File: config.mk
export PLATFORM = sky130hd
export DESIGN_NAME = comma_word_aligner
export DESIGN_NICKNAME = d
export VERILOG_FILES = /design/src/rtl/cwa_pkg.sv /design/src/rtl/cwa_bit_window.sv /design/src/rtl/cwa_comma_scan.sv /design/src/rtl/cwa_align_ctrl.sv /design/src/rtl/cwa_word_out.sv /design/src/rtl/comma_word_aligner.sv
export SDC_FILE = /design/constraint.sdc
export NUM_CORES = 1
export LEC_CHECK = 0
export BUFFER_PORTS_ARGS = -buffer_cell sky130_fd_sc_hd__buf_2
export CAP_MARGIN = 5
export CORE_MARGIN = 2
export CORE_UTILIZATION = 50
export CTS_CLUSTER_DIAMETER = 30
export DETAILED_ROUTE_END_ITERATION = 8
export HOLD_SLACK_MARGIN = 0.03
export PLACE_DENSITY = 0.7
export SYNTH_ARGS = -nofsm -noshare
export SYNTH_HDL_FRONTEND = slang
export SYNTH_SLANG_ARGS = --single-unit
File: constraint.sdc
create_clock -name clk -period 4.55 [get_ports clk]
set_input_delay 0.2275 -clock clk [delete_from_list [all_inputs] [get_ports clk]]
set_output_delay 0.2275 -clock clk [all_outputs]
set_load 0.005 [all_outputs]
File: src/rtl/cwa_pkg.sv
package cwa_pkg;
  // comma patterns, bit 0 is the earliest received bit
  localparam logic [6:0] COMMA_POS_DEF = 7'b1111100;
  localparam logic [6:0] COMMA_NEG_DEF = 7'b0000011;

  typedef enum logic {
    ST_HUNT   = 1'b0,
    ST_LOCKED = 1'b1
  } align_state_e;
endpackage

File: src/rtl/cwa_bit_window.sv
module cwa_bit_window #(
  parameter int unsigned WORD_W = 10
) (
  input  logic                  clk,
  input  logic                  rst_n,
  input  logic                  accept,
  input  logic                  bit_in,
  output logic [2*WORD_W-1:0]   win_nxt,
  output logic                  tick
);
  localparam int unsigned WIN_W = 2 * WORD_W;
  localparam int unsigned PH_W  = $clog2(WORD_W);
  localparam logic [PH_W-1:0] PH_LAST = PH_W'(WORD_W - 1);

  logic [WIN_W-1:0] win_q;
  logic [PH_W-1:0]  phase_q;

  // newest bit enters at the top, oldest sits at bit 0
  assign win_nxt = {bit_in, win_q[WIN_W-1:1]};
  assign tick    = accept && (phase_q == PH_LAST);

  always_ff @(posedge clk) begin
    if (!rst_n) begin
      win_q   <= '0;
      phase_q <= '0;
    end else if (accept) begin
      win_q   <= win_nxt;
      phase_q <= (phase_q == PH_LAST) ? '0 : phase_q + 1'b1;
    end
  end

  p_phase_step_r2: assert property (@(posedge clk) disable iff (!rst_n)
    (accept && phase_q != PH_LAST) |=> (phase_q == $past(phase_q) + 1'b1));

  p_phase_range_r2: assert property (@(posedge clk) disable iff (!rst_n)
    phase_q <= PH_LAST);

  p_phase_hold_r2: assert property (@(posedge clk) disable iff (!rst_n)
    !accept |=> $stable(phase_q));
endmodule

File: src/rtl/cwa_comma_scan.sv
module cwa_comma_scan #(
  parameter int unsigned WORD_W    = 10,
  parameter int unsigned COMMA_W   = 7,
  parameter logic [COMMA_W-1:0] PAT_A = cwa_pkg::COMMA_POS_DEF,
  parameter logic [COMMA_W-1:0] PAT_B = cwa_pkg::COMMA_NEG_DEF
) (
  input  logic [2*WORD_W-1:0]          win,
  output logic [WORD_W-1:0]            hit,
  output logic                         found,
  output logic [$clog2(WORD_W)-1:0]    first_ofs
);
  localparam int unsigned OFS_W = $clog2(WORD_W);

  // one comparator pair per candidate boundary
  for (genvar k = 0; k < WORD_W; k++) begin : g_ofs
    logic [COMMA_W-1:0] slice;
    assign slice  = win[k +: COMMA_W];
    assign hit[k] = (slice == PAT_A) || (slice == PAT_B);
  end

  // lowest offset has priority
  always_comb begin
    found     = 1'b0;
    first_ofs = '0;
    for (int k = WORD_W - 1; k >= 0; k--) begin
      if (hit[k]) begin
        found     = 1'b1;
        first_ofs = OFS_W'(k);
      end
    end
  end
endmodule

File: src/rtl/cwa_align_ctrl.sv
module cwa_align_ctrl #(
  parameter int unsigned WORD_W = 10
) (
  input  logic                        clk,
  input  logic                        rst_n,
  input  logic                        tick,
  input  logic                        found,
  input  logic [$clog2(WORD_W)-1:0]   first_ofs,
  output logic [$clog2(WORD_W)-1:0]   ofs_q,
  output logic                        lock
);
  import cwa_pkg::*;

  align_state_e st_q;

  assign lock = (st_q == ST_LOCKED);

  always_ff @(posedge clk) begin
    if (!rst_n) begin
      st_q  <= ST_HUNT;
      ofs_q <= '0;
    end else if (tick && found) begin
      if (st_q == ST_HUNT) begin
        ofs_q <= first_ofs;
        st_q  <= ST_LOCKED;
      end else if (first_ofs != ofs_q) begin
        ofs_q <= first_ofs;
        st_q  <= ST_HUNT;
      end
    end
  end

  p_first_lock_r5: assert property (@(posedge clk) disable iff (!rst_n)
    (!lock && tick && found) |=> (lock && ofs_q == $past(first_ofs)));

  p_realign_drop_r6: assert property (@(posedge clk) disable iff (!rst_n)
    (lock && tick && found && first_ofs != ofs_q) |=> (!lock && ofs_q == $past(first_ofs)));

  p_keep_lock_r6: assert property (@(posedge clk) disable iff (!rst_n)
    (lock && tick && found && first_ofs == ofs_q) |=> (lock && $stable(ofs_q)));

  p_no_comma_hold_r10: assert property (@(posedge clk) disable iff (!rst_n)
    (!(tick && found)) |=> ($stable(ofs_q) && $stable(lock)));
endmodule

File: src/rtl/cwa_word_out.sv
module cwa_word_out #(
  parameter int unsigned WORD_W = 10
) (
  input  logic              clk,
  input  logic              rst_n,
  input  logic              tick,
  input  logic [WORD_W-1:0] word_in,
  input  logic              comma_in,
  input  logic              m_ready,
  output logic              m_valid,
  output logic [WORD_W-1:0] m_data,
  output logic              m_comma,
  output logic              room
);
  assign room = !m_valid || m_ready;

  always_ff @(posedge clk) begin
    if (!rst_n) begin
      m_valid <= 1'b0;
      m_data  <= '0;
      m_comma <= 1'b0;
    end else if (tick) begin
      m_valid <= 1'b1;
      m_data  <= word_in;
      m_comma <= comma_in;
    end else if (m_ready) begin
      m_valid <= 1'b0;
    end
  end

  p_hold_r9: assert property (@(posedge clk) disable iff (!rst_n)
    (m_valid && !m_ready) |=> (m_valid && $stable(m_data) && $stable(m_comma)));

  p_slot_valid_r2: assert property (@(posedge clk) disable iff (!rst_n)
    tick |=> m_valid);

  p_no_overwrite_r8: assert property (@(posedge clk) disable iff (!rst_n)
    tick |-> room);
endmodule

File: src/rtl/comma_word_aligner.sv
module comma_word_aligner #(
  parameter int unsigned WORD_W  = 10,
  parameter int unsigned COMMA_W = 7,
  parameter logic [COMMA_W-1:0] PAT_A = cwa_pkg::COMMA_POS_DEF,
  parameter logic [COMMA_W-1:0] PAT_B = cwa_pkg::COMMA_NEG_DEF
) (
  input  logic                       clk,
  input  logic                       rst_n,
  input  logic                       s_valid,
  output logic                       s_ready,
  input  logic                       s_bit,
  output logic                       m_valid,
  input  logic                       m_ready,
  output logic [WORD_W-1:0]          m_data,
  output logic                       m_comma,
  output logic                       lock,
  output logic [$clog2(WORD_W)-1:0]  align_ofs
);
  localparam int unsigned WIN_W = 2 * WORD_W;
  localparam int unsigned OFS_W = $clog2(WORD_W);

  logic              accept;
  logic              tick;
  logic [WIN_W-1:0]  win_nxt;
  logic [WORD_W-1:0] hit;
  logic              found;
  logic [OFS_W-1:0]  first_ofs;
  logic [OFS_W-1:0]  ofs_q;
  logic [WORD_W-1:0] word_sel;
  logic              comma_sel;
  logic              room;

  assign s_ready   = room;
  assign accept    = s_valid && room;
  assign align_ofs = ofs_q;

  cwa_bit_window #(.WORD_W(WORD_W)) u_window (
    .clk     (clk),
    .rst_n   (rst_n),
    .accept  (accept),
    .bit_in  (s_bit),
    .win_nxt (win_nxt),
    .tick    (tick)
  );

  cwa_comma_scan #(
    .WORD_W  (WORD_W),
    .COMMA_W (COMMA_W),
    .PAT_A   (PAT_A),
    .PAT_B   (PAT_B)
  ) u_scan (
    .win       (win_nxt),
    .hit       (hit),
    .found     (found),
    .first_ofs (first_ofs)
  );

  cwa_align_ctrl #(.WORD_W(WORD_W)) u_ctrl (
    .clk       (clk),
    .rst_n     (rst_n),
    .tick      (tick),
    .found     (found),
    .first_ofs (first_ofs),
    .ofs_q     (ofs_q),
    .lock      (lock)
  );

  // word of this slot is cut at the offset held before the update
  assign word_sel  = win_nxt[ofs_q +: WORD_W];
  assign comma_sel = hit[ofs_q];

  cwa_word_out #(.WORD_W(WORD_W)) u_out (
    .clk      (clk),
    .rst_n    (rst_n),
    .tick     (tick),
    .word_in  (word_sel),
    .comma_in (comma_sel),
    .m_ready  (m_ready),
    .m_valid  (m_valid),
    .m_data   (m_data),
    .m_comma  (m_comma),
    .room     (room)
  );

  p_ready_when_empty_r8: assert property (@(posedge clk) disable iff (!rst_n)
    !m_valid |-> s_ready);

  p_ofs_range_r5: assert property (@(posedge clk) disable iff (!rst_n)
    align_ofs < OFS_W'(WORD_W));
endmodule

After elaboration in Yosys (flattened, before gate mapping)
Index checks and enable logic that the tools add are counted.
W data, S select, Z words.
{ "classes": {"eq_ne": 23, "reduce_logical": 17, "magnitude_cmp": 1, "shifts": 1, "n_addsub": 1, "mux": 29} }
{ "ops": {"columns": ["cell", "count"], "rows": [
  ["$eq A7 B2 Y1 const B", 10],
  ["$eq A7 B7 Y1 const B", 10],
  ["$mux W4", 13],
  ["$shiftx A20 B5 Y10", 1],
  ["$mux W1", 15],
  ["$logic_or A1 B1 Y1", 11],
  ["$lt A4 B5 Y1 const B", 1],
  ["$add A4 B1 Y4 const B", 1],
  ["$bmux W1 S4", 1],
  ["$eq A4 B4 Y1 const B", 1],
  ["$ne A4 B4 Y1", 1],
  ["$logic_and A1 B1 Y1", 3],
  ["$ne A2 B2 Y1 const B", 1],
  ["$reduce_and A2 Y1", 1],
  ["$reduce_bool A2 Y1", 1],
  ["$logic_not A1 Y1", 1]
]} }
{ "totals": {"ff_bits": 41, "wordCells": 79, "inputBits": 5} }

Longest topological paths before layout
Gate-level depths: netlist (run 1).
{ "logic_depth": {"depth_word": 15, "ltp_mapped": 9, "mapped_depth_nobuf": 7} }

Cells and area by module
From an unflattened synthesis (run 1), not the netlist that was laid out.
{ "hier_totals": {"hier_cells": 302, "hier_area_um2": 3070.4} }
{ "by_module_without_submodules": {"columns": ["module", "cells_each", "instances", "area_per_inst_um2"], "rows": [
  ["cwa_bit_window", 83, 1, 928.4],
  ["comma_word_aligner", 59, 1, 730.7],
  ["cwa_comma_scan", 80, 1, 583.1],
  ["cwa_word_out", 39, 1, 451.7],
  ["cwa_align_ctrl", 41, 1, 376.6]
]} }

Worst setup path before layout (run 1)
No wires, ideal clock.
{ "synth_path": {"kind": "reg2reg", "startpoint": "register u_window.win_q[11]", "endpoint": "register u_ctrl.ofs_q[3]", "path_stages_with_launch": 8, "slack_ps": 2235, "arrival_ps": 2243, "setup_time_ps": 72, "cell_sequence": "dfxtp_1 > or4_4 > a2111o_1 > nor4bb_1 > mux2_4 > o2bb2ai_2 > a41oi_2 > mux2i_1"} }
{ "synth_via": {"elab_chain_len": 15} }
{ "synth_lines": {"columns": ["item", "line", "text"], "rows": [
  ["from (decl)", "cwa_bit_window.sv:15", "logic [WIN_W-1:0] win_q;"],
  ["from (signal assigned)", "cwa_bit_window.sv:27", "win_q <= win_nxt;"],
  ["$eq A7 B7 Y1 / $eq A7 B2 Y1 (equally long branches)", "cwa_comma_scan.sv:18", "assign hit[k] = (slice == PAT_A) || (slice == PAT_B);"],
  ["$logic_or A1 B1 Y1", "cwa_comma_scan.sv:18", null],
  ["$mux W4 (10 in a row)", "cwa_comma_scan.sv:26", "if (hit[k]) begin"],
  ["$ne A4 B4 Y1", "cwa_align_ctrl.sv:26", "end else if (first_ofs != ofs_q) begin"],
  ["$ne A2 B2 Y1 (no source line)", null, null],
  ["$reduce_and A2 Y1 (no source line)", null, null],
  ["to (signal assigned)", "cwa_align_ctrl.sv:24", "ofs_q <= first_ofs;"],
  ["to (signal assigned)", "cwa_align_ctrl.sv:27", "ofs_q <= first_ofs;"],
  ["to (decl)", "cwa_align_ctrl.sv:9", "output logic [$clog2(WORD_W)-1:0] ofs_q,"]
]} }
Parallel ways exist; a longest one is shown, timed or not. The select of a mux whose other input is x is not followed.
A chain may end at the register's enable or synchronous reset.

Worst setup path in the final report (run 1)
{ "layout_path": {"startpoint": "register u_window.win_q[10]", "endpoint": "register u_ctrl.ofs_q[2]"} }
Same word-level chain as after synthesis.

==> results of run 1 <==
[registers in the layout (all words and copies together), names as in the netlist]
register and cells:
u_out.m_data 10, u_ctrl.ofs_q 4, u_out.m_comma 1, u_ctrl.lock 1, u_window.win_q 19, u_window.phase_q 4, u_out.m_valid 1
[routing by layer]
layer  vias to the layer above  global-route usage [%]
met5                         -                       0
met4                         0                    7.59
met3                         9                    3.17
met2                        87                    34.2
met1                      1219                    31.4
li1                       1280                       -
[synth_stat cells (all sizes together) (3+ instances only)]
cell type	number
a211o	3
a211oi	10
a21oi	38
and3b	3
buf	10
clkbuf	26
dfxtp	40
inv	3
mux2	4
mux2i	16
mux4	14
nand2	61
nand2b	7
nand3	6
nand3b	4
nand4	9
nor2	24
nor2b	7
nor3b	3
o21ai	11
or3b	4
xnor2	3
[critical path: stages, from the launching register on]
cell and delay [ns]:
dfxtp_1 0.50, or4_4 0.63, a2111o_1 0.44, nor4bb_1 0.18
a221oi_1 0.35, o2bb2ai_2 0.10, a41oi_2 0.23, mux2i_1 0.22
[cell type report]
cell class | instances | area, µm² | share of cell area, %
inverters | 4 | 15.0 | 0.491
clock inverters | 2 | 38.8 | 1.27
clock buffers | 6 | 82.6 | 2.70
multi-input cells | 271 | 1890 | 61.8
well taps | 72 | 90.1 | 2.95
repair buffers | 26 | 140 | 4.58
flip-flops and latches | 40 | 801 | 26.2
[final timing paths]
path	from	to	slack, ns	cells past startpoint
hold / removal	s_bit	u_window.win_q[19]$_SDFFE_PN0P_	0.19	3
setup reg to reg	u_window.win_q[10]$_SDFFE_PN0P_	u_ctrl.ofs_q[2]$_SDFFE_PN0P_	1.81	7
hold reg to reg	u_out.m_data[3]$_SDFFE_PN0P_	u_out.m_data[3]$_SDFFE_PN0P_	0.45	2
setup / recovery	u_window.win_q[10]$_SDFFE_PN0P_	u_ctrl.ofs_q[2]$_SDFFE_PN0P_	1.81	7
[per-stage QoR]
stage                     std cells  setup WS (ns)  instance area (µm²)
after global placement          413           1.97                 2940
after global routing            421           1.68                 3060
after detailed placement        413           1.86                 2940
final                           421           1.81                 3060
after floorplan                 351           2.24                 2860
after CTS                       421           1.83                 3060
[where the power goes]
group / internal (mW) / total (mW) / switching, mW
registers: 0.352 / 0.356 / 0.00317
logic: 0.00599 / 0.0214 / 0.0154
clock network: 0.180 / 0.311 / 0.132
total: 0.538 / 0.688 / 0.150
[cells by family after synthesis]
| kind of cell | share of synthesized area [%] |
|---|---|
| AOI/OAI and AO/OA | 20.8 |
| xor gates and xnor gates | 1.23 |
| buffers and inverters | 5.78 |
| DFF | 28.0 |
| muxes | 18.4 |
| and+or+nand+nor | 25.8 |
==> out/metrics.yaml, run 1 <==
p_leak_nw: 0.991
fmax_mhz: 365
slew_headroom_pct: 34.5
cts-root-buf: "clkbuf_8"
async_flop_share_pct: 0
rsz0062_at_grt: "no"
synthDistinctLibCells: 62
cp.required_ns: 4.76
syn_area_mm2: 0.00286
yosysTopAreaCellShare_pct: 28.0
topRoutingLayerUsed: "met4"
cts_tree: "yes"
crit_fanout: 20
setup_viol: 0
die_area_mm2: 0.00633
end_kind: "register"
path_clk_slew_ns: 0.09
drc: 0
syn_avg_cell_area_um2: 8.13
cts_hold_buf: 0
syn-num-nets: 356
synth-edff-count: 0
timing.hold.ws_ns: 0.193
yosys.area.top_type: "dfxtp_1"
fillers: 497
outcome: "completed"
io_buffers: 22
clock_path_buffers: 2
rows: 27
worstSetupPathType: "reg -> reg"
start_util_pct: 51.9
most-common-layout-cells: "61 x nand2_1, 40 x dfxtp_1, 38 x a21oi_1, 24 x nor2_1, 22 x buf_2"
die_w_um: 79.6
track_usage_pct: 22.1
max-cap-violations: 0
tns_ns: 0
drt_pass1_iterations: 6
cts.sinks: 40
finalCritPeriodShare_pct: 60.2
vdd_drop_max_mv: 0.130
post_cts_buffers: 0
wl_met3_um: 478
fin_skew_ns: 0.0142
routedWlPerCell_um: 16.0
grt_pass1_wl_mm: 11.0
cts_max_level: 2
diodes: 0
dp_hpwl_mm: 4.74
synth_area_leaders: "dfxtp_1 28%, mux4_2 11%, nand2_1 8.0%"
fin_crit_ns: 2.74
tightestPinTransition_ns: 0.976
coreArea_mm2: 0.00551
drtIter0Drc: 292
post_cts_resized: 0
cp-start-kind: "register"
hold_viol: 0
grt_pass1_vias: 2265
power_uw: 688
powerDensity_mw_per_mm2: 225
detail-route-antenna-nets: 0
wl_met2_mm: 3.08
num_vias: 2595
worstSkewPairLatency_ns: 0.30
wl_met1_mm: 3.06
final_common_cell: "nand2_1"
postLayoutCoreUtil_pct: 55.5
numCtsBuffers: 5
ios: 23
syn_inst: 351
grt_antenna_before_repair: 0
wl_mm: 6.73
synth_warnings: 0
synth_seq_cells: 40
grt_max_degree: 37
drive_gt1_share_pct: 18.1
viasPerCell: 6.16
routabilityCongestion: 0.894
min_path_type: "in -> reg"
fin_nets: 353
grt_overflow: 0
slew_violations: 0
synth.yosys.seq_area_share_pct: 28.0
crit_arrival_ns: 2.95
area_growth_pct: 7.06
die_h_um: 79.6
ys.flop_type: "dfxtp_1"
Power figures use the tool's default switching activity.
==> run 2, diff against run 1 <==
PLACE_DENSITY = 0.73   (was 0.7)
clock period = 2.4 ns   (was 4.55 ns; I/O delays follow)
==> run 2 against run 1 <==
Clock skew grew 0.0020 ns. Non-clock buffer count is 28 higher. Routed wire length grew 6.7%. Via count up 6.2%. Global-route usage grew 1.1 points. Count of clock-buffer cells in the layout unchanged. Flip-flop and latch count unchanged. Maximum frequency grew 17%. First-iteration DRC count is 24% lower. Critical endpoint unchanged. Largest power group unchanged.
==> out/metrics.yaml, run 2 (synthesized netlist as in run 1, its figures left out) <==
reg.largest.list: "u_window.win_q: 19 flops, u_out.m_data: 10 flops"
dpl.cell_count: 441
crit_arrival_ns: 2.57
numCtsBuffers: 5
tns_ns: 0
clock_path_buffers: 2
cts-root-buf: "clkbuf_8"
fin_cells: 449
max-cap-violations: 0
grt_pass1_vias: 2464
drive_gt1_share_pct: 26.8
rsz0062_at_grt: "yes"
slew_violations: 0
cp_cell_sequence: "or4_4, a2111o_1, nor4bb_4, mux2_4, o2bb2ai_2, a41oi_2, mux2i_1"
setup_viol: 0
grt_max_degree: 30
crit_fanout: 4
drc: 0
hold_viol: 0
rows: 27
end_kind: "register"
grt_overflow: 0
worstSetupPathType: "reg -> reg"
largest_register_ffs: 19
power_mw: 1.21
area_growth_pct: 16.5
path_clk_slew_ns: 0.09
top_register: "u_window.win_q"
grt_antenna_before_repair: 0
num_vias: 2755
fin_nets: 381
die_area_mm2: 0.00633
viasPerCell: 6.14
max_stage_delay_ns: 0.55
detail-route-antenna-nets: 0
routedWlPerCell_um: 16.0
fillers: 489
dp_hpwl_mm: 5.17
p_leak_nw: 1.14
drtIter0Drc: 222
min_path_type: "in -> reg"
crit_slowest_cell: "or4_4"
fin_crit_ns: 2.34
cp-start-kind: "register"
final_common_cell: "nand2_1"
most-common-layout-cells: "61 x nand2_1, 37 x a21oi_1, 37 x dfxtp_1, 31 x buf_4, 24 x nor2_1"
vdd_drop_max_mv: 0.260
powerDensity_mw_per_mm2: 365
start_util_pct: 51.9
cp.required_ns: 2.64
slew_headroom_pct: 59.1
coreArea_mm2: 0.00551
fmax_mhz: 428
cts.sinks: 40
routabilityCongestion: 0.914
finalCritPeriodShare_pct: 97.4
diodes: 0
outcome: "completed"
track_usage_pct: 23.2
ios: 23
worstSkewPairLatency_ns: 0.31
fin_skew_ns: 0.0161
grt_pass1_wl_mm: 11.8
tightestPinTransition_ns: 0.613
wl_mm: 7.18
die_h_um: 79.6
cts_max_level: 2
io_buffers: 22
cts_tree: "yes"
die_w_um: 79.6
drt_pass1_iterations: 5
run 2: changes by cell type in the layout (fill, tap and decap cells not counted), sizes merged:
cell	previous run	this run
buf	26	54
clkinvlp	0	2
bufinv	1	0
clkinv	2	1
run 2: path summary, 6_finish.rpt:
check        depth (start not counted)  slack [ns]                            start                         endpoint
max                                  7        0.06  u_window.win_q[10]$_SDFFE_PN0P_     u_ctrl.ofs_q[2]$_SDFFE_PN0P_
min                                  3        0.09                            s_bit  u_window.win_q[19]$_SDFFE_PN0P_
max reg2reg                          7        0.06  u_window.win_q[10]$_SDFFE_PN0P_     u_ctrl.ofs_q[2]$_SDFFE_PN0P_
min reg2reg                          2        0.46     u_out.m_data[3]$_SDFFE_PN0P_     u_out.m_data[3]$_SDFFE_PN0P_
run 2: power by group:
group,total [mW],leakage [nW],switching (mW),internal (mW)
clock network,0.497,0.0434,0.263,0.233
logic,0.0426,0.773,0.0301,0.0125
registers,0.674,0.324,0.00582,0.668
run 2: critical path: cells and delay by family, from the launching register on:
kind | cells | cell delay [ns]
simple gates | 2 | 0.73
flops | 1 | 0.34
compound gates | 3 | 0.66
mux | 2 | 0.54
run 2: repair_timing:
| action | CTS | global route |
|---|---|---|
| resized for setup | 0 | 14 |
| buffers inserted | 0 | 0 |
| endpoints found under the setup margin | 2 | 5 |
| hold buffers | 0 | 0 |
| pin swaps | 3 | 2 |
run 2: area by class of cell:
cell class | count | area (µm²) | area share (%)
Clock buffer | 6 | 82.6 | 2.48
Clock inverter | 2 | 15.0 | 0.451
Inverter | 4 | 15.0 | 0.451
Multi-Input combinational cell | 271 | 1960 | 58.8
Sequential cell | 40 | 805 | 24.2
Tap cell | 72 | 90.1 | 2.71
Timing Repair Buffer | 54 | 363 | 10.9
run 2: routing by layer:
metal	global-route usage [%]	wire (µm)	vias up
met5	0	0	-
met4	7.93	146	0
met3	3.73	389	18
met2	36.0	3380	83
met1	32.7	3260	1317
li1	-	-	1337
run 2: per-stage QoR:
stage | cell area [µm²] | setup slack, ns | utilization [%] | hold slack, ns
detailed placement | 3160 | -0.0619 | 57.4 | 0.403
finish | 3330 | 0.0630 | 60.4 | 0.0868
global placement | 3160 | 0.0187 | 57.4 | 0.403
floorplan | 2860 | 0.0853 | - | 0.253
global route | 3330 | -0.0477 | 60.4 | 0.0904
CTS | 3260 | 0.0121 | 59.1 | 0.0843
==> run 3, diff against run 2 <==
PLACE_DENSITY = 0.68   (was 0.73)
clock period = 2.8 ns   (was 2.4 ns; I/O delays follow)
==> run 3 against run 2 <==
Sequential power shrank 14%. Clock skew is 0.011 ns lower. Non-clock buffer count down 17. First-iteration DRC count rose by 20%. Largest cell class unchanged. Maximum frequency is 10% lower. Cell area down 6.8%. Global-route usage is 1.2 points lower. Final cell count fell by 4.0%. Worst hold slack better by 0.025 ns. Setup slack better by 0.14 ns. Routed wire length fell by 5.5%.
==> out/metrics.yaml, run 3 (synthesized netlist as in run 1, its figures left out) <==
fmax_mhz: 385
worstSetupEndpoint: "u_ctrl.ofs_q[3]$_SDFFE_PN0P_"
crit_arrival_ns: 2.84
largest_register_ffs: 19
cp-start-kind: "register"
worstSetupPathType: "reg -> reg"
rows: 27
grt_pass1_wl_mm: 11.1
grt_overflow: 0
die_w_um: 79.6
slew_violations: 0
finalCritPeriodShare_pct: 92.9
most-common-layout-cells: "61 x nand2_1, 40 x dfxtp_1, 38 x a21oi_1, 24 x nor2_1, 22 x buf_2"
slew_headroom_pct: 58.4
post_cts_resized: 0
min_path_type: "in -> reg"
fin_skew_ns: 0.00522
cp.required_ns: 3.04
outcome: "completed"
grt_pass1_vias: 2216
setup_viol: 0
cts.sinks: 40
area_growth_pct: 8.55
routabilityCongestion: 0.870
start_util_pct: 51.9
max_stage_delay_ns: 0.68
routedWlPerCell_um: 15.8
path_buf_inv: 0
post_cts_buffers: 0
hold_viol: 0
timing.hold.ws_ns: 0.112
final_common_cell: "nand2_1"
cts_tree: "yes"
clock_path_buffers: 2
power_uw: 1000
fin_nets: 364
tightestPinTransition_ns: 0.623
grt_max_degree: 37
rr_endpoint: "u_ctrl.ofs_q[3]$_SDFFE_PN0P_"
drt_pass1_iterations: 5
track_usage_pct: 22.0
cts_hold_buf: 0
multi_input_area_mm2: 0.00189
cts_max_level: 2
dp_hpwl_mm: 4.75
path_clk_slew_ns: 0.08
crit_fanout: 19
cp.depth: 7
vdd_drop_max_mv: 0.193
reg2reg_slack_ns: 0.20
p_leak_nw: 1.03
grt_antenna_before_repair: 0
cts-root-buf: "clkbuf_8"
reg2reg_depth: 7
tns_ns: 0
stdcell_area_mm2: 0.00310
postLayoutCoreUtil_pct: 56.3
cp_cell_sequence: "or3b_2, o22ai_2, nor2_1, a311oi_1, xnor2_1, a41oi_2, mux2i_1"
drtIter0Drc: 267
end_kind: "register"
drive_gt1_share_pct: 20.3
drc: 0
worstSkewPairLatency_ns: 0.30
max-cap-violations: 0
startpoint: "u_window.win_q[7]$_SDFFE_PN0P_"
fin_crit_ns: 2.60
wl_mm: 6.79
io_buffers: 22
crit_slowest_cell: "dfxtp_1"
numCtsBuffers: 5
coreArea_mm2: 0.00551
rsz0062_at_grt: "no"
r2r_start: "u_window.win_q[7]$_SDFFE_PN0P_"
die_area_mm2: 0.00633
top_register: "u_window.win_q"
seq_area_um2: 801
diodes: 0
reg.largest.list: "u_window.win_q: 19 flops, u_out.m_data: 10 flops"
die_h_um: 79.6
viasPerCell: 6.16
placed_area_mm2: 0.00302
num_vias: 2655
path_delay_family: "compound AO/OA/AOI/OAI gates"
ios: 23
powerDensity_mw_per_mm2: 323
detail-route-antenna-nets: 0
fillers: 514
[run 3: final cells by class]
class                      count  area share, %
sequential                    40           25.8
tap                           72           2.91
inverter                       4          0.484
multi-input combinational    271           61.0
clock buffer                   5           2.22
timing repair buffer          37           7.19
clock inverter                 2          0.404
[run 3: how the worst min path moves through the flow]
| stage | startpoint | end | slack, ns | cells past startpoint |
|---|---|---|---|---|
| finish | s_bit | u_window.win_q[19]$_SDFFE_PN0P_ | 0.11 | 3 |
| global route | s_bit | u_window.win_q[19]$_SDFFE_PN0P_ | 0.12 | 3 |
| CTS | s_bit | u_window.win_q[19]$_SDFFE_PN0P_ | 0.11 | 3 |
| detailed placement | s_bit | u_window.win_q[19]$_SDFFE_PN0P_ | 0.43 | 3 |
| global placement | s_bit | u_window.win_q[19]$_SDFFE_PN0P_ | 0.42 | 3 |
| floorplan | rst_n | u_out.m_comma$_SDFFE_PN0P_ | 0.27 | 1 |
[run 3: tightest hold or removal path: stages]
cell,delay (ns)
buf_2,0.12
nand2_1,0.06
a21oi_1,0.05
[run 3: layer usage]
metal  share of wire (%)  track usage, %  wire (µm)  vias up
met5                   0               0          0        -
met4                 1.4            6.55         95        0
met3                 4.2            3.51        283        8
met2                  46            33.8       3150       77
met1                  48            31.7       3260     1269
li1                    -               -          -     1301
[run 3: power by group]
| group | internal [mW] | leakage (nW) | switching, mW |
|---|---|---|---|
| registers | 0.573 | 0.323 | 0.00520 |
| logic | 0.0106 | 0.666 | 0.0255 |
| clock network | 0.169 | 0.0400 | 0.217 |
| total | 0.752 | 1.03 | 0.247 |
[run 3: stage by stage]
| step | instances | setup WS [ns] |
|---|---|---|
| CTS | 431 | 0.226 |
| global placement | 424 | 0.344 |
| global route | 431 | 0.0726 |
| floorplan | 351 | 0.485 |
| finish | 431 | 0.199 |
| detailed placement | 424 | 0.241 |
